===== config.mk =====
export PLATFORM = sky130hd
export DESIGN_NAME = irq_trigger_notifier
export DESIGN_NICKNAME = d
export VERILOG_FILES = /design/src/rtl/irqn_pkg.sv /design/src/rtl/irqn_regs.sv /design/src/rtl/irqn_levels.sv /design/src/rtl/irqn_trigger.sv /design/src/rtl/irq_trigger_notifier.sv
export SDC_FILE = /design/constraint.sdc
export NUM_CORES = 1
export LEC_CHECK = 0
export BUFFER_PORTS_ARGS = -buffer_cell sky130_fd_sc_hd__buf_2
export CAP_MARGIN = 30
export CORE_MARGIN = 2
export CORE_UTILIZATION = 30
export CTS_BUF_LIST = sky130_fd_sc_hd__clkbuf_16
export CTS_CLUSTER_DIAMETER = 200
export DETAILED_ROUTE_END_ITERATION = 10
export HOLD_SLACK_MARGIN = 0.05
export PLACE_DENSITY_LB_ADDON = 0.12
export SLEW_MARGIN = 20
export SYNTH_ARGS = -nofsm -noshare
export SYNTH_HDL_FRONTEND = slang
export SYNTH_SLANG_ARGS = --single-unit

===== constraint.sdc =====
create_clock -name clk -period 1.79 [get_ports clk]
set_clock_uncertainty 0.05 [all_clocks]
set_input_delay 0.179 -clock clk [delete_from_list [all_inputs] [get_ports clk]]
set_output_delay 0.179 -clock clk [all_outputs]
set_load 0.01 [all_outputs]

===== src/rtl/irqn_pkg.sv =====
package irqn_pkg;
  localparam int OFS_CTRL  = 'h58;
  localparam int OFS_BASE  = 'h60;
  localparam int OFS_NTF   = 'h68;
  localparam int OFS_VOFF  = 'h70;
  localparam int OFS_LEVEL = 'h78;

  // MSB-first field numbering: field bit n lives at vector index 63-n
  localparam int CTRL_METHOD_IDX = 63;
  localparam int CTRL_CLEAR_IDX  = 62;
  localparam int NTF_VALID_IDX   = 0;

  typedef enum logic [1:0] {
    TE_IDLE = 2'd0,
    TE_SEND = 2'd1,
    TE_WAIT = 2'd2
  } te_state_t;
endpackage


===== src/rtl/irqn_regs.sv =====
module irqn_regs
  import irqn_pkg::*;
#(
  parameter int ADDR_W  = 8,
  parameter int NUM_SRC = 14
) (
  input  logic               clk,
  input  logic               rst,
  input  logic               reg_wr,
  input  logic               reg_rd,
  input  logic [ADDR_W-1:0]  reg_addr,
  input  logic [63:0]        reg_wdata,
  input  logic [NUM_SRC-1:0] level_vec,
  output logic               method,
  output logic               lvl_clr,
  output logic [63:0]        ntf_q,
  output logic [31:0]        voff_hi,
  output logic [63:0]        reg_rdata,
  output logic               reg_rvalid,
  output logic               bus_err
);
  logic [63:0] ctrl_q, base_q, voff_q, lvl_word;
  logic hit_ctrl, hit_base, hit_ntf, hit_voff, hit_lvl, mapped;

  assign hit_ctrl = reg_addr == ADDR_W'(OFS_CTRL);
  assign hit_base = reg_addr == ADDR_W'(OFS_BASE);
  assign hit_ntf  = reg_addr == ADDR_W'(OFS_NTF);
  assign hit_voff = reg_addr == ADDR_W'(OFS_VOFF);
  assign hit_lvl  = reg_addr == ADDR_W'(OFS_LEVEL);
  assign mapped   = hit_ctrl | hit_base | hit_ntf | hit_voff | hit_lvl;

  // place source i at MSB-first bit i
  always_comb begin
    lvl_word = '0;
    for (int i = 0; i < NUM_SRC; i++) lvl_word[63-i] = level_vec[i];
  end

  assign method  = ctrl_q[CTRL_METHOD_IDX];
  assign lvl_clr = reg_wr & hit_ctrl & reg_wdata[CTRL_CLEAR_IDX];
  assign voff_hi = voff_q[63:32];

  always_ff @(posedge clk) begin
    if (rst) begin
      ctrl_q <= '0;
      base_q <= '0;
      ntf_q  <= '0;
      voff_q <= '0;
    end else if (reg_wr) begin
      if (hit_ctrl) ctrl_q <= reg_wdata;
      if (hit_base) base_q <= reg_wdata;
      if (hit_ntf)  ntf_q  <= reg_wdata;
      if (hit_voff) voff_q <= reg_wdata;
    end
  end

  always_ff @(posedge clk) begin
    if (rst) begin
      reg_rdata  <= '0;
      reg_rvalid <= 1'b0;
      bus_err    <= 1'b0;
    end else begin
      reg_rvalid <= reg_rd;
      bus_err    <= (reg_rd | reg_wr) & ~mapped;
      if (reg_rd) begin
        unique case (1'b1)
          hit_ctrl: reg_rdata <= ctrl_q;
          hit_base: reg_rdata <= base_q;
          hit_ntf:  reg_rdata <= ntf_q;
          hit_voff: reg_rdata <= voff_q;
          hit_lvl:  reg_rdata <= lvl_word;
          default:  reg_rdata <= '1;
        endcase
      end
    end
  end
endmodule


===== src/rtl/irqn_levels.sv =====
module irqn_levels #(
  parameter int NUM_SRC = 14,
  parameter int SRC_W   = 5
) (
  input  logic               clk,
  input  logic               rst,
  input  logic               evt_valid,
  input  logic [SRC_W-1:0]   evt_src,
  input  logic               evt_level,
  input  logic               method,
  input  logic               clr,
  output logic [NUM_SRC-1:0] level_q,
  output logic               evt_bad,
  output logic               unsup
);
  logic evt_ok;

  assign evt_bad = evt_valid & (int'(evt_src) >= NUM_SRC);
  assign evt_ok  = evt_valid & ~evt_bad & ~method;

  for (genvar i = 0; i < NUM_SRC; i++) begin : g_lvl
    always_ff @(posedge clk) begin
      if (rst || clr)
        level_q[i] <= 1'b0;
      else if (evt_ok && evt_src == SRC_W'(i))
        level_q[i] <= evt_level;
    end
  end

  always_ff @(posedge clk) begin
    if (rst) unsup <= 1'b0;
    else     unsup <= evt_valid & ~evt_bad & method;
  end
endmodule


===== src/rtl/irqn_trigger.sv =====
module irqn_trigger
  import irqn_pkg::*;
#(
  parameter int          NUM_SRC   = 14,
  parameter int          SRC_W     = 5,
  parameter logic [63:0] TRIG_FLAG = 64'h8000_0000_0000_0000
) (
  input  logic             clk,
  input  logic             rst,
  input  logic             ntf_req,
  input  logic [SRC_W-1:0] ntf_src,
  input  logic [63:0]      ntf_q,
  input  logic [31:0]      voff_hi,
  input  logic             trg_ready,
  input  logic             rsp_valid,
  input  logic             rsp_err,
  output logic             busy,
  output logic             trg_valid,
  output logic [63:0]      trg_addr,
  output logic [63:0]      trg_data,
  output logic             trg_err,
  output logic             req_bad
);
  te_state_t state;
  logic idle, accept;

  assign idle    = state == TE_IDLE;
  assign req_bad = ntf_req & idle & (int'(ntf_src) >= NUM_SRC);
  assign accept  = ntf_req & idle & ~req_bad & ntf_q[NTF_VALID_IDX];

  assign busy      = ~idle;
  assign trg_valid = state == TE_SEND;

  always_ff @(posedge clk) begin
    if (rst) begin
      state    <= TE_IDLE;
      trg_addr <= '0;
      trg_data <= '0;
      trg_err  <= 1'b0;
    end else begin
      trg_err <= 1'b0;
      unique case (state)
        TE_IDLE: if (accept) begin
          trg_addr <= ntf_q & ~(64'd1 << NTF_VALID_IDX);
          trg_data <= TRIG_FLAG | {32'd0, voff_hi} | 64'(ntf_src);
          state    <= TE_SEND;
        end
        TE_SEND: if (trg_ready) state <= TE_WAIT;
        TE_WAIT: if (rsp_valid) begin
          trg_err <= rsp_err;
          state   <= TE_IDLE;
        end
        default: state <= TE_IDLE;
      endcase
    end
  end
endmodule


===== src/rtl/irq_trigger_notifier.sv =====
module irq_trigger_notifier #(
  parameter int          ADDR_W    = 8,
  parameter int          NUM_SRC   = 14,
  parameter int          SRC_W     = 5,
  parameter logic [63:0] TRIG_FLAG = 64'h8000_0000_0000_0000
) (
  input  logic               clk,
  input  logic               rst,
  input  logic               reg_wr,
  input  logic               reg_rd,
  input  logic [ADDR_W-1:0]  reg_addr,
  input  logic [63:0]        reg_wdata,
  output logic [63:0]        reg_rdata,
  output logic               reg_rvalid,
  output logic               bus_err,
  input  logic               evt_valid,
  input  logic [SRC_W-1:0]   evt_src,
  input  logic               evt_level,
  input  logic               ntf_req,
  input  logic [SRC_W-1:0]   ntf_src,
  output logic               busy,
  output logic               trg_valid,
  input  logic               trg_ready,
  output logic [63:0]        trg_addr,
  output logic [63:0]        trg_data,
  input  logic               rsp_valid,
  input  logic               rsp_err,
  output logic [NUM_SRC-1:0] level_o,
  output logic               src_err,
  output logic               unsup,
  output logic               trg_err
);
  logic        method, lvl_clr, evt_bad, req_bad;
  logic [63:0] ntf_q;
  logic [31:0] voff_hi;

  irqn_regs #(.ADDR_W(ADDR_W), .NUM_SRC(NUM_SRC)) u_regs (
    .clk(clk), .rst(rst), .reg_wr(reg_wr), .reg_rd(reg_rd),
    .reg_addr(reg_addr), .reg_wdata(reg_wdata), .level_vec(level_o),
    .method(method), .lvl_clr(lvl_clr), .ntf_q(ntf_q), .voff_hi(voff_hi),
    .reg_rdata(reg_rdata), .reg_rvalid(reg_rvalid), .bus_err(bus_err)
  );

  irqn_levels #(.NUM_SRC(NUM_SRC), .SRC_W(SRC_W)) u_lvl (
    .clk(clk), .rst(rst), .evt_valid(evt_valid), .evt_src(evt_src),
    .evt_level(evt_level), .method(method), .clr(lvl_clr),
    .level_q(level_o), .evt_bad(evt_bad), .unsup(unsup)
  );

  irqn_trigger #(.NUM_SRC(NUM_SRC), .SRC_W(SRC_W), .TRIG_FLAG(TRIG_FLAG)) u_trg (
    .clk(clk), .rst(rst), .ntf_req(ntf_req), .ntf_src(ntf_src),
    .ntf_q(ntf_q), .voff_hi(voff_hi), .trg_ready(trg_ready),
    .rsp_valid(rsp_valid), .rsp_err(rsp_err), .busy(busy),
    .trg_valid(trg_valid), .trg_addr(trg_addr), .trg_data(trg_data),
    .trg_err(trg_err), .req_bad(req_bad)
  );

  always_ff @(posedge clk) begin
    if (rst) src_err <= 1'b0;
    else     src_err <= evt_bad | req_bad;
  end
endmodule


==> results.rst, run 1 <==
.. list-table::
   :header-rows: 1

   * - Metric
     - Value
   * - Core box area
     - 57,900 um2
   * - Total of endpoints with negative setup slack in the final report
     - 0
   * - Prevailing post-synth register cell
     - sky130_fd_sc_hd__dfxtp_1
   * - Number of flops mapped to enable cells by yosys
     - 0
   * - Initial DRC Count
     - 1,056
   * - Highest-count cells in the layout ignoring fill and taps
     - 638 x sky130_fd_sc_hd__nand2_1, 437 x sky130_fd_sc_hd__dfxtp_1, 299 x sky130_fd_sc_hd__a21oi_1, 268 x sky130_fd_sc_hd__buf_2, 180 x sky130_fd_sc_hd__nor2_1
   * - Bufs on Longest Clock Path
     - 3
   * - Worst Setup End Kind
     - register
   * - End point of the critical path
     - u_trg.trg_addr[49]
   * - Clock-pin transition on the worst setup and hold timing paths
     - 60 ps
   * - Worst flop-to-flop path startpoint
     - u_trg.state[1]
   * - Synthesis-to-finish area growth
     - 29.1%
   * - DRC viols
     - 0
   * - Number of buffers added by the clock tree synthesis step
     - 50
   * - Final Wtd Congestion
     - 0.763
   * - Total number of clock tree sinks
     - 437
   * - CP Data Arrival Time
     - 2180 ps
   * - Die span in x
     - 246 um
   * - Worst R2R Path Depth
     - 6
   * - H-tree depth
     - 2
   * - Post-Place Cells
     - 3,126
   * - Share of the synthesized area in the top cell type
     - 49.6%
   * - Top-Level Pins
     - 305
   * - Worst r2r dst
     - u_trg.trg_data[1]
   * - Pwr per Cell Area
     - 920 nW/um2
   * - Full die area
     - 60,700 um2
   * - Total via count after detailed routing
     - 16,418
   * - Non-filler instance count after layout
     - 3,303
   * - Synth unique cells
     - 48
   * - Number of max-cap violations
     - 0
   * - Height of the die
     - 246 um
   * - Floorplan row count
     - 88
   * - Worst Max-Slew Pin Slew
     - 951 ps
   * - Layout cells sized above 1
     - 18.1%
   * - CTS tree
     - built
   * - Mean post-synth cell area
     - 8.12 um2
   * - Leak pwr
     - 9.13 nW
   * - Wire length per cell
     - 20.0 um
   * - Mapped cell area
     - 17,600 um2
   * - Length of the first detailed-routing pass in iterations
     - 5
   * - Worst slew margin relative to its limit
     - 36.6%
   * - Worst voltage drop across the vdd grid
     - 0.653 mV
   * - Clock latency reported for the late side of the worst-skew pair
     - 590 ps
   * - Yosys reg bits
     - 437
   * - Crit path max fanout
     - 14
   * - Count of fill cells added during filler insertion
     - 6,054
   * - Fraction of the yosys area taken by sequential cells
     - 49.6%
   * - Grt ovf
     - 0
   * - Run status
     - finished clean
   * - Post-route core utilization
     - 39.3%
   * - Number of antenna-violating nets in the routed design
     - 0
   * - Average vias per placed instance
     - 4.97
   * - Count of warnings emitted by yosys
     - 0
   * - First-pass GRT wire length
     - 98,400 um
   * - Total half-perimeter wirelength after legalization and detailed placement
     - 43,300 um
   * - Crit path from
     - ntf_src[1]
   * - Unrepaired setup endpoints after global routing
     - no
   * - Top cells by area in the synthesized netlist
     - sky130_fd_sc_hd__dfxtp_1 50%, sky130_fd_sc_hd__nand2_1 14%, sky130_fd_sc_hd__a21oi_1 8.5%, sky130_fd_sc_hd__mux2i_1 5.9%, sky130_fd_sc_hd__nor2_1 3.8%
   * - Input/output buffers
     - 272
   * - Aggregate global-route resource usage
     - 21.2%
   * - Initial antenna violation count
     - 6
   * - Tmin final
     - 1710 ps
   * - Starting Density
     - 30.5%
   * - Aggregate negative setup slack
     - 0 ps
   * - Number of failing hold endpoints at the final stage
     - 0
   * - Library cell with the largest summed area after synthesis
     - sky130_fd_sc_hd__dfxtp_1
   * - Critical Path Source Type
     - primary input
   * - Most common cell after layout, fill and taps aside
     - sky130_fd_sc_hd__nand2_1
   * - Buffer cell driving the clock tree root
     - sky130_fd_sc_hd__clkbuf_16
   * - Path category of the worst min-delay check
     - in -> reg
   * - F_max
     - 0.586 GHz
   * - Portion of the clock cycle consumed by the worst path in the final layout
     - 95.3%
   * - Max-slew violations
     - 0
   * - Maximum number of pins on one net before global-route repair
     - 67
   * - Fraction of registers with async set/reset
     - 0%
   * - Via count of the first global-routing pass
     - 15,765
   * - Net count reported at finish
     - 2,590
   * - Total routed wirelength
     - 66,000 um
   * - Required time reported for the critical path endpoint
     - 2270 ps
   * - Launch point of the worst hold path
     - ntf_src[4]
   * - Minimum setup slack among reg-to-reg paths
     - 180 ps
   * - Cell count after synthesis
     - 2,171
   * - Cell count of the worst hold path
     - 5
   * - Crit Path Class
     - in -> reg
## layout make-up
cell class	instances	area, um2	area share, %
clock buffers	50	1250	5.49
repair buffers	456	3510	15.4
diodes	4	10.0	0.0440
inverters	25	93.8	0.412
flip-flops and latches	437	8750	38.4
well taps	765	957	4.20
clock inverters	38	253	1.11
multi-input cells	1528	7950	34.9
## through the flow
stage                     instance area (um2)  hold WS (ps)  total power [mW]  worst slack, ps
final                                   22800           163              21.0             84.9
after global routing                    22800           155              21.7             12.4
after CTS                               22700           118              21.2             64.9
after detailed placement                20400           393              11.3             -218
after global placement                  20400           390              11.3             -199
after floorplan                         17800           265              10.7             59.3
## timing repair
action / 4_1_cts / 5_1_grt
setup endpoints to repair: 0 / 12
setup buffers: 0 / 1
resized for setup: 0 / 2
endpoints found under the hold margin: 288 / 0
hold buffers: 84 / 0
## flip-flops by register name, summed over array words and instances (netlist names), 14 cells and up
| register | count |
|---|---|
| u_regs.base_q | 64 |
| u_trg.trg_data | 33 |
| u_regs.ctrl_q | 64 |
| u_trg.trg_addr | 63 |
| u_regs.ntf_q | 64 |
| u_regs.voff_q | 64 |
| u_regs.reg_rdata | 64 |
| u_lvl.level_q | 14 |
## routing by layer
layer  global-route usage, %  share of wire [%]
met2                    33.9                 46
met1                    29.3                 47
met5                       0              0.065
met3                    3.63                5.5
met4                    5.74                2.0
## critical path, stage by stage
cell and delay (ps):
sky130_fd_sc_hd__dlygate4sd3_1 540, sky130_fd_sc_hd__buf_2 140, sky130_fd_sc_hd__a31oi_2 210, sky130_fd_sc_hd__buf_4 210, sky130_fd_sc_hd__and4_4 300, sky130_fd_sc_hd__buf_12 140
sky130_fd_sc_hd__buf_4 210, sky130_fd_sc_hd__nand2_1 110, sky130_fd_sc_hd__a21oi_1 140
## how the worst min path moves through the flow
stage,slack [ps],end
3_5_place_dp,390,u_trg.trg_data[22]
4_1_cts,120,src_err
5_1_grt,150,src_err
2_1_floorplan,260,u_regs.base_q[50]
6_report,160,src_err
3_3_place_gp,390,u_regs.base_q[54]
## where the power goes
| group | switching [mW] | total, mW | leakage, nW | internal (mW) |
|---|---|---|---|---|
| clock network | 4.22 | 9.69 | 0.786 | 5.47 |
| registers | 0.0886 | 9.94 | 3.54 | 9.85 |
| logic | 0.825 | 1.33 | 4.80 | 0.508 |
| total | 5.14 | 21.0 | 9.13 | 15.8 |
## cell usage after synthesis (6+ instances only)
cell	count
sky130_fd_sc_hd__a211oi_1	13
sky130_fd_sc_hd__a21oi_1	299
sky130_fd_sc_hd__a221oi_1	24
sky130_fd_sc_hd__a22o_1	37
sky130_fd_sc_hd__a311oi_1	27
sky130_fd_sc_hd__and3_1	6
sky130_fd_sc_hd__buf_2	39
sky130_fd_sc_hd__buf_4	33
sky130_fd_sc_hd__buf_6	9
sky130_fd_sc_hd__clkbuf_1	126
sky130_fd_sc_hd__dfxtp_1	437
sky130_fd_sc_hd__inv_1	25
sky130_fd_sc_hd__mux2i_1	104
sky130_fd_sc_hd__nand2_1	639
sky130_fd_sc_hd__nand3_1	11
sky130_fd_sc_hd__nand4_1	6
sky130_fd_sc_hd__nor2_1	180
sky130_fd_sc_hd__nor2b_1	8
sky130_fd_sc_hd__nor3_1	36
sky130_fd_sc_hd__o21a_1	27
sky130_fd_sc_hd__o32ai_1	23
## logic make-up after synthesis
family | share of synthesized area [%]
compound gates | 16.7
buf+inv | 6.41
flops | 49.6
mux | 6.35
other cells | 0.0213
simple gates | 21.0
(Power assumes the default switching activity.)
==> run 2, diff against run 1 <==
Settings changed: SYNTH_HIERARCHICAL from default to 1.
==> run 2 against run 1 <==
Critical path depth shrank 7. Register-to-register slack about the same. Cell count fell by 2.1%. Largest cell class unchanged.
==> results.rst, run 2 <==
.. list-table::
   :header-rows: 1

   * - Metric
     - Value
   * - Worst hold path endpoint
     - src_err (unchanged)
   * - Worst voltage drop across the vdd grid
     - 0.657 mV (was 0.653 mV)
   * - Setup Slack @ Placement
     - -43.6 ps (was -218 ps)
   * - Critical Path Source Type
     - register (was primary input)
   * - Input/output buffers
     - 272 (unchanged)
   * - Core box area
     - 58,800 um2 (was 57,900 um2)
   * - Leak pwr
     - 8.07 nW (was 9.13 nW)
   * - First-pass GRT wire length
     - 104,000 um (was 98,400 um)
   * - CTS tree
     - built (unchanged)
   * - Fraction of the yosys area taken by sequential cells
     - 49.3% (was 49.6%)
   * - Aggregate negative setup slack
     - 0 ps (unchanged)
   * - Clock-pin transition on the worst setup and hold timing paths
     - 60 ps (about the same)
   * - Clock latency reported for the late side of the worst-skew pair
     - 590 ps (about the same)
   * - Initial antenna violation count
     - 2 (was 6)
   * - Buffer cell driving the clock tree root
     - sky130_fd_sc_hd__clkbuf_16 (unchanged)
   * - Number of buffers added by the clock tree synthesis step
     - 49 (was 50)
   * - Worst Setup End Kind
     - output pin (was register)
   * - Starting Density
     - 30.2% (was 30.5%)
   * - Total number of clock tree sinks
     - 437 (unchanged)
   * - Wire length per cell
     - 21.7 um (was 20.0 um)
   * - Cell family with the largest share of critical-path delay
     - flip-flops (was buffers and inverters)
   * - List of most frequent post-synthesis cells
     - 543 x sky130_fd_sc_hd__nand2_1, 437 x sky130_fd_sc_hd__dfxtp_1, 353 x sky130_fd_sc_hd__a21oi_1 (was 639 x sky130_fd_sc_hd__nand2_1, 437 x sky130_fd_sc_hd__dfxtp_1, 299 x sky130_fd_sc_hd__a21oi_1)
   * - Maximum number of pins on one net before global-route repair
     - 103 (was 67)
   * - Total via count after detailed routing
     - 16,779 (was 16,418)
   * - Layout cells sized above 1
     - 18.5% (was 18.1%)
   * - Max-slew violations
     - 0 (unchanged)
   * - Worst r2r dst
     - u_trg/trg_data[31] (was u_trg.trg_data[1])
   * - Unrepaired setup endpoints after global routing
     - no (unchanged)
   * - Number of antenna-violating nets in the routed design
     - 0 (unchanged)
   * - Post-Place Cells
     - 3,068 (was 3,126)
   * - Critical-path cell list
     - or2_2, buf_2 (was dlygate4sd3_1, buf_2, a31oi_2, buf_4, and4_4, buf_12, buf_4, nand2_1, a21oi_1)
   * - Total half-perimeter wirelength after legalization and detailed placement
     - 45,000 um (was 43,300 um)
   * - Top-Level Pins
     - 305 (unchanged)
   * - Total routed wirelength
     - 70,000 um (was 66,000 um)
   * - F_max
     - 0.572 GHz (was 0.586 GHz)
   * - H-tree depth
     - 2 (unchanged)
   * - Tmin final
     - 1750 ps (was 1710 ps)
   * - Yosys reg bits
     - 437 (unchanged)
   * - Crit Path Class
     - reg -> out (was in -> reg)
   * - Library cell contributing the largest single delay on the critical path
     - sky130_fd_sc_hd__dfxtp_2 (was sky130_fd_sc_hd__dlygate4sd3_1)
   * - Number of failing hold endpoints at the final stage
     - 0 (unchanged)
   * - Prevailing post-synth register cell
     - sky130_fd_sc_hd__dfxtp_1 (unchanged)
   * - Mapped cell area
     - 17,800 um2 (was 17,600 um2)
   * - Average vias per placed instance
     - 5.19 (was 4.97)
   * - Minimum setup slack among reg-to-reg paths
     - 190 ps (was 180 ps)
   * - Run status
     - finished clean (unchanged)
   * - Final Wtd Congestion
     - 0.819 (was 0.763)
   * - Final setup margin
     - 43.1 ps (was 84.9 ps)
   * - Cell count after synthesis
     - 2,160 (was 2,171)
   * - DRC viols
     - 0 (unchanged)
   * - Height of the die
     - 247 um (was 246 um)
   * - Total of endpoints with negative setup slack in the final report
     - 0 (unchanged)
   * - Full die area
     - 61,100 um2 (was 60,700 um2)
   * - Cell count of the worst hold path
     - 4 (was 5)
   * - Most frequent cell after synthesis
     - sky130_fd_sc_hd__nand2_1 (unchanged)
   * - Length of the first detailed-routing pass in iterations
     - 9 (was 5)
   * - Synth unique cells
     - 53 (was 48)
   * - Most common cell after layout, fill and taps aside
     - sky130_fd_sc_hd__nand2_1 (unchanged)
   * - Fraction of registers with async set/reset
     - 0% (unchanged)
   * - Count of warnings emitted by yosys
     - 6 (was 0)
   * - Peak per-stage delay on the critical path
     - 380 ps (was 540 ps)
   * - Launch point of the worst hold path
     - ntf_req (was ntf_src[4])
   * - Pwr per Cell Area
     - 907 nW/um2 (was 920 nW/um2)
   * - Via count of the first global-routing pass
     - 16,220 (was 15,765)
   * - Highest-count cells in the layout ignoring fill and taps
     - 542 x sky130_fd_sc_hd__nand2_1, 435 x sky130_fd_sc_hd__dfxtp_1, 353 x sky130_fd_sc_hd__a21oi_1, 270 x sky130_fd_sc_hd__buf_2, 97 x sky130_fd_sc_hd__nand3_1 (was 638 x sky130_fd_sc_hd__nand2_1, 437 x sky130_fd_sc_hd__dfxtp_1, 299 x sky130_fd_sc_hd__a21oi_1, 268 x sky130_fd_sc_hd__buf_2, 180 x sky130_fd_sc_hd__nor2_1)
   * - Floorplan row count
     - 89 (was 88)
   * - Top cells by area in the synthesized netlist
     - sky130_fd_sc_hd__dfxtp_1 49%, sky130_fd_sc_hd__nand2_1 11%, sky130_fd_sc_hd__a21oi_1 10%, sky130_fd_sc_hd__buf_4 3.0%, sky130_fd_sc_hd__nand3_1 2.8% (was sky130_fd_sc_hd__dfxtp_1 50%, sky130_fd_sc_hd__nand2_1 14%, sky130_fd_sc_hd__a21oi_1 8.5%, sky130_fd_sc_hd__mux2i_1 5.9%, sky130_fd_sc_hd__nor2_1 3.8%)
   * - Aggregate global-route resource usage
     - 22.5% (was 21.2%)
   * - Grt ovf
     - 0 (unchanged)
   * - Mean post-synth cell area
     - 8.22 um2 (was 8.12 um2)
   * - Worst slew margin relative to its limit
     - 65.8% (was 36.6%)
   * - Non-filler instance count after layout
     - 3,234 (was 3,303)
   * - Number of flops mapped to enable cells by yosys
     - 0 (unchanged)
   * - Crit path max fanout
     - 6 (was 14)
   * - Worst R2R Path Depth
     - 4 (was 6)
   * - CP Data Arrival Time
     - 1520 ps (was 2180 ps)
   * - Required time reported for the critical path endpoint
     - 1560 ps (was 2270 ps)
   * - Number of max-cap violations
     - 0 (unchanged)
   * - Portion of the clock cycle consumed by the worst path in the final layout
     - 97.6% (was 95.3%)
   * - Bufs on Longest Clock Path
     - 3 (unchanged)
   * - Worst path bufs/invs
     - 1 (was 5)
   * - Die span in x
     - 247 um (was 246 um)
   * - Worst flop-to-flop path startpoint
     - u_trg/state[0] (was u_trg.state[1])
   * - Net count reported at finish
     - 2,520 (was 2,590)
   * - Synthesis-to-finish area growth
     - 26.7% (was 29.1%)
   * - Library cell with the largest summed area after synthesis
     - sky130_fd_sc_hd__dfxtp_1 (unchanged)
   * - Path category of the worst min-delay check
     - in -> reg (unchanged)
   * - Initial DRC Count
     - 1,410 (was 1,056)
   * - Worst Max-Slew Pin Slew
     - 513 ps (was 951 ps)
   * - Share of the synthesized area in the top cell type
     - 49.3% (was 49.6%)
[run 2: where the power goes]
| group | internal, mW | switching [mW] | total (mW) |
|---|---|---|---|
| Sequential | 9.85 | 0.110 | 9.96 |
| Clock | 5.03 | 4.08 | 9.12 |
| Combinational | 0.497 | 0.838 | 1.33 |
[run 2: worst reg2reg max path, cell delays in order (launching register included)]
cell and delay (ps):
sky130_fd_sc_hd__dfxtp_2 380, sky130_fd_sc_hd__and4bb_4 430, sky130_fd_sc_hd__buf_12 240, sky130_fd_sc_hd__nand3_1 250, sky130_fd_sc_hd__a21oi_1 180
[run 2: how the worst max path moves through the flow]
| stage | startpoint | to | slack [ps] | depth (start not counted) |
|---|---|---|---|---|
| CTS | u_trg/state[1] | busy | 30 | 2 |
| detailed placement | reg_addr[1] | u_lvl/level_q[12] | -40 | 10 |
| finish | u_trg/state[1] | busy | 40 | 2 |
| floorplan | reg_addr[5] | u_lvl/level_q[13] | 30 | 10 |
| global route | u_trg/state[1] | busy | 0.3 | 2 |
| global placement | reg_addr[3] | u_regs/reg_rdata[34] | -50 | 7 |
[run 2: cells by family (layout without fill, tap and decap cells)]
| group | after synthesis | after routing | synth area share, % |
|---|---|---|---|
| other | 1 | 36 | 0.0211 |
| flip-flops | 437 | 437 | 49.3 |
| AND/OR/NAND/NOR | 760 | 760 | 18.2 |
| multiplexers | 13 | 13 | 0.733 |
| buffers and inverters | 264 | 530 | 7.91 |
| AO/OA/AOI/OAI | 685 | 685 | 23.9 |
[run 2: final cells by class]
| cell class | instances | area, um2 |
|---|---|---|
| clock inverter | 31 | 155 |
| clock buffer | 49 | 1230 |
| antenna | 4 | 10.0 |
| multi-input combinational | 1490 | 7810 |
| timing repair buffer | 449 | 3570 |
| tap | 773 | 967 |
| fill | 6118 | 36300 |
| sequential | 437 | 8750 |
| inverter | 1 | 3.75 |
[run 2: metal layers]
layer | up-vias | part of all wire, % | global-route usage (%)
li1 | 7980 | - | -
met1 | 8191 | 46 | 30.9
met2 | 513 | 45 | 36.1
met3 | 95 | 6.0 | 3.73
met4 | 0 | 2.7 | 6.60
met5 | - | 0 | 0
[run 2: per-stage QoR]
stage | hold slack [ps] | utilization (%) | total power [mW] | cell area (um2)
after floorplan | 265 | - | 10.7 | 17900
after global placement | 391 | 34.5 | 11.4 | 20300
after detailed placement | 396 | 34.5 | 11.4 | 20300
after CTS | 156 | 38.2 | 20.6 | 22500
after global routing | 176 | 38.3 | 21.1 | 22500
final | 181 | 38.3 | 20.4 | 22500
[run 2: timing repair]
action | CTS | global route
endpoints found under the setup margin | 1 | 0
hold endpoints to repair | 301 | 0
buffers inserted | 0 | 0
resized for setup | 2 | 0
hold buffers | 82 | 0
==> run 3, diff against run 2 <==
Clock period 1.79 ns to 1.8 ns, I/O delays scaled along.
==> run 3 against run 2 <==
Clock power is 5.8% higher. Largest power group unchanged. Critical path type unchanged. Highest routed layer unchanged. Register-to-register slack better by 30 ps. Cell count is 0.87% higher. Sequential power is 0.6% lower. Critical endpoint unchanged.
==> results.rst, run 3 (synthesis gave the netlist of run 2 again) <==
.. list-table::
   :header-rows: 1

   * - Metric
     - Value
   * - Post-Place Cells
     - 3,086 (was 3,068)
   * - Final Wtd Congestion
     - 0.795 (was 0.819)
   * - Library cell contributing the largest single delay on the critical path
     - sky130_fd_sc_hd__dfxtp_2 (unchanged)
   * - Total half-perimeter wirelength after legalization and detailed placement
     - 45,400 um (was 45,000 um)
   * - Reported net switching power
     - 5.17 mW (was 5.03 mW)
   * - Number of buffers added by the clock tree synthesis step
     - 50 (was 49)
   * - Switch share
     - 24.8% (was 24.6%)
   * - Number of max-cap violations
     - 0 (unchanged)
   * - Worst flop-to-flop path startpoint
     - u_trg/state[0] (unchanged)
   * - F_max
     - 0.573 GHz
   * - Average vias per placed instance
     - 5.16 (was 5.19)
   * - Via count of the first global-routing pass
     - 15,863 (was 16,220)
   * - Worst r2r dst
     - u_trg/trg_data[2] (was u_trg/trg_data[31])
   * - Crit Path Class
     - reg -> out (unchanged)
   * - Bufs on Longest Clock Path
     - 3 (unchanged)
   * - Worst voltage drop across the vdd grid
     - 0.748 mV (was 0.657 mV)
   * - Full die area
     - 61,100 um2 (unchanged)
   * - Grt ovf
     - 0 (unchanged)
   * - Worst Setup End Kind
     - output pin (unchanged)
   * - Initial antenna violation count
     - 1 (was 2)
   * - Path category of the worst min-delay check
     - in -> reg (unchanged)
   * - Worst R2R Path Depth
     - 4 (unchanged)
   * - Total via count after detailed routing
     - 16,844 (was 16,779)
   * - Fin Hold WS
     - 101 ps (was 181 ps)
   * - Placed cell area
     - 20,400 um2 (was 20,300 um2)
   * - Layout cells sized above 1
     - 19.5% (was 18.5%)
   * - Aggregate negative setup slack
     - 0 ps (unchanged)
   * - Length of the first detailed-routing pass in iterations
     - 7 (was 9)
   * - Total routed wirelength
     - 68,600 um (was 70,000 um)
   * - Cell count of the worst hold path
     - 4 (unchanged)
   * - Launch point of the worst hold path
     - reg_wr (was ntf_req)
   * - Internal power consumption
     - 15.7 mW (was 15.4 mW)
   * - Starting Density
     - 30.2% (unchanged)
   * - Number of failing hold endpoints at the final stage
     - 0 (unchanged)
   * - CTS tree
     - built (unchanged)
   * - Minimum setup slack among reg-to-reg paths
     - 220 ps (was 190 ps)
   * - Count of buffers added by post-CTS timing repair for setup
     - 0 (unchanged)
   * - Cell family with the largest share of critical-path delay
     - flip-flops (unchanged)
   * - Critical-path cell list
     - or2_2, buf_2 (unchanged)
   * - Worst path bufs/invs
     - 1 (unchanged)
   * - Top-Level Pins
     - 305 (unchanged)
   * - Total of endpoints with negative setup slack in the final report
     - 0 (unchanged)
   * - Portion of the clock cycle consumed by the worst path in the final layout
     - 97.0%
   * - Aggregate global-route resource usage
     - 21.8% (was 22.5%)
   * - Final Cell Area
     - 22,800 um2 (was 22,500 um2)
   * - Unrepaired setup endpoints after global routing
     - no (unchanged)
   * - Synthesis-to-finish area growth
     - 28.2% (was 26.7%)
   * - Total number of clock tree sinks
     - 437 (unchanged)
   * - Worst hold path endpoint
     - u_regs/bus_err (was src_err)
   * - Clock-pin transition on the worst setup and hold timing paths
     - 60 ps (about the same)
   * - Run status
     - finished clean (unchanged)
   * - Sequential group share of total power
     - 47.4% (was 48.8%)
   * - Height of the die
     - 247 um (unchanged)
   * - Leak pwr
     - 8.19 nW (was 8.07 nW)
   * - Required time reported for the critical path endpoint
     - 1570 ps (was 1560 ps)
   * - First-pass GRT wire length
     - 102,000 um (was 104,000 um)
   * - DRC viols
     - 0 (unchanged)
   * - Wire length per cell
     - 21.0 um (was 21.7 um)
   * - Count of fill cells added during filler insertion
     - 6,003 (was 6,118)
   * - Buffer cell driving the clock tree root
     - sky130_fd_sc_hd__clkbuf_16 (unchanged)
   * - Crit path max fanout
     - 7 (was 6)
   * - H-tree depth
     - 2 (unchanged)
   * - Pwr per Cell Area
     - 917 nW/um2 (was 907 nW/um2)
   * - Input/output buffers
     - 272 (unchanged)
   * - Initial DRC Count
     - 1,372 (was 1,410)
   * - CP Data Arrival Time
     - 1520 ps (about the same)
   * - Die span in x
     - 247 um (unchanged)
   * - Highest-count cells in the layout ignoring fill and taps
     - 542 x sky130_fd_sc_hd__nand2_1, 435 x sky130_fd_sc_hd__dfxtp_1, 353 x sky130_fd_sc_hd__a21oi_1, 270 x sky130_fd_sc_hd__buf_2, 97 x sky130_fd_sc_hd__nand3_1 (unchanged)
   * - Tmin final
     - 1750 ps
   * - Core box area
     - 58,800 um2 (unchanged)
   * - Number of antenna-violating nets in the routed design
     - 0 (unchanged)
   * - Most common cell after layout, fill and taps aside
     - sky130_fd_sc_hd__nand2_1 (unchanged)
   * - Floorplan row count
     - 89 (unchanged)
   * - Clock group share of total power
     - 46.2% (was 44.7%)
   * - Non-filler instance count after layout
     - 3,262 (was 3,234)
   * - Clock latency reported for the late side of the worst-skew pair
     - 600 ps (was 590 ps)
   * - Maximum number of pins on one net before global-route repair
     - 104 (was 103)
   * - Net count reported at finish
     - 2,539 (was 2,520)
   * - Post-route core utilization
     - 38.7% (was 38.3%)
   * - Peak per-stage delay on the critical path
     - 380 ps (about the same)
   * - Max-slew violations
     - 0 (unchanged)
   * - Critical Path Source Type
     - register (unchanged)
   * - Combinational group share of total power
     - 6.4% (was 6.5%)
run 3: cell types whose count changed in the layout (fill, tap and decap cells not counted), sizes merged:
| cell | previous run | this run |
|---|---|---|
| clkinv | 13 | 24 |
| bufinv | 1 | 2 |
| clkbuf | 49 | 51 |
| clkinvlp | 0 | 5 |
| diode | 4 | 2 |
| inv | 18 | 11 |
| buf | 367 | 385 |
run 3: routing by layer:
layer	vias to the layer above	track usage (%)	wire length, um
li1	8036	-	-
met4	0	5.72	1570
met1	8197	30.8	32100
met5	-	0	0
met3	81	3.22	3890
met2	530	34.6	31000
run 3: cell type report:
cell class	instances	area [um2]	area share, %
clock buffer	51	1280	5.61
multi-input combinational	1490	7810	34.3
sequential	437	8750	38.4
inverter	1	3.75	0.0165
antenna	2	5.00	0.0220
tap	773	967	4.25
clock inverter	41	258	1.13
timing repair buffer	467	3690	16.2
run 3: worst register-to-register path: cells and delay by family, from the launching register on:
family / cells / cell delay (ps)
flops: 1 / 380
simple gates: 3 / 800
buf+inv: 1 / 220
run 3: worst max path at each step:
stage	startpoint	end	slack (ps)	cells after the start
final	u_trg/state[1]	busy	50	2
after floorplan	reg_addr[5]	u_lvl/level_q[2]	2	10
after global placement	reg_addr[1]	u_lvl/level_q[0]	-90	10
after CTS	u_trg/state[1]	busy	30	2
after global routing	u_trg/state[0]	trg_valid	1	2
after detailed placement	reg_addr[1]	u_lvl/level_q[11]	-140	10
run 3: what timing repair did:
item	in CTS	in global routing
endpoints found under the setup margin	2	0
hold buffers	82	0
gates resized for setup	2	0
endpoints found under the hold margin	308	0
run 3: metrics by stage:
stage	worst slack, ps	power, mW
CTS	28.4	21.1
detailed placement	-139	11.3
floorplan	2.27	10.6
finish	54.0	20.9
global placement	-88.4	11.3
global route	1.25	21.6
run 3: power groups by stage:
stage	logic (mW)	registers, mW	clock network (mW)
CTS	1.34	9.89	9.89
finish	1.33	9.90	9.65
global route	1.44	9.90	10.3
floorplan	0.520	10.1	0
detailed placement	1.20	10.1	0
global placement	1.19	10.1	0
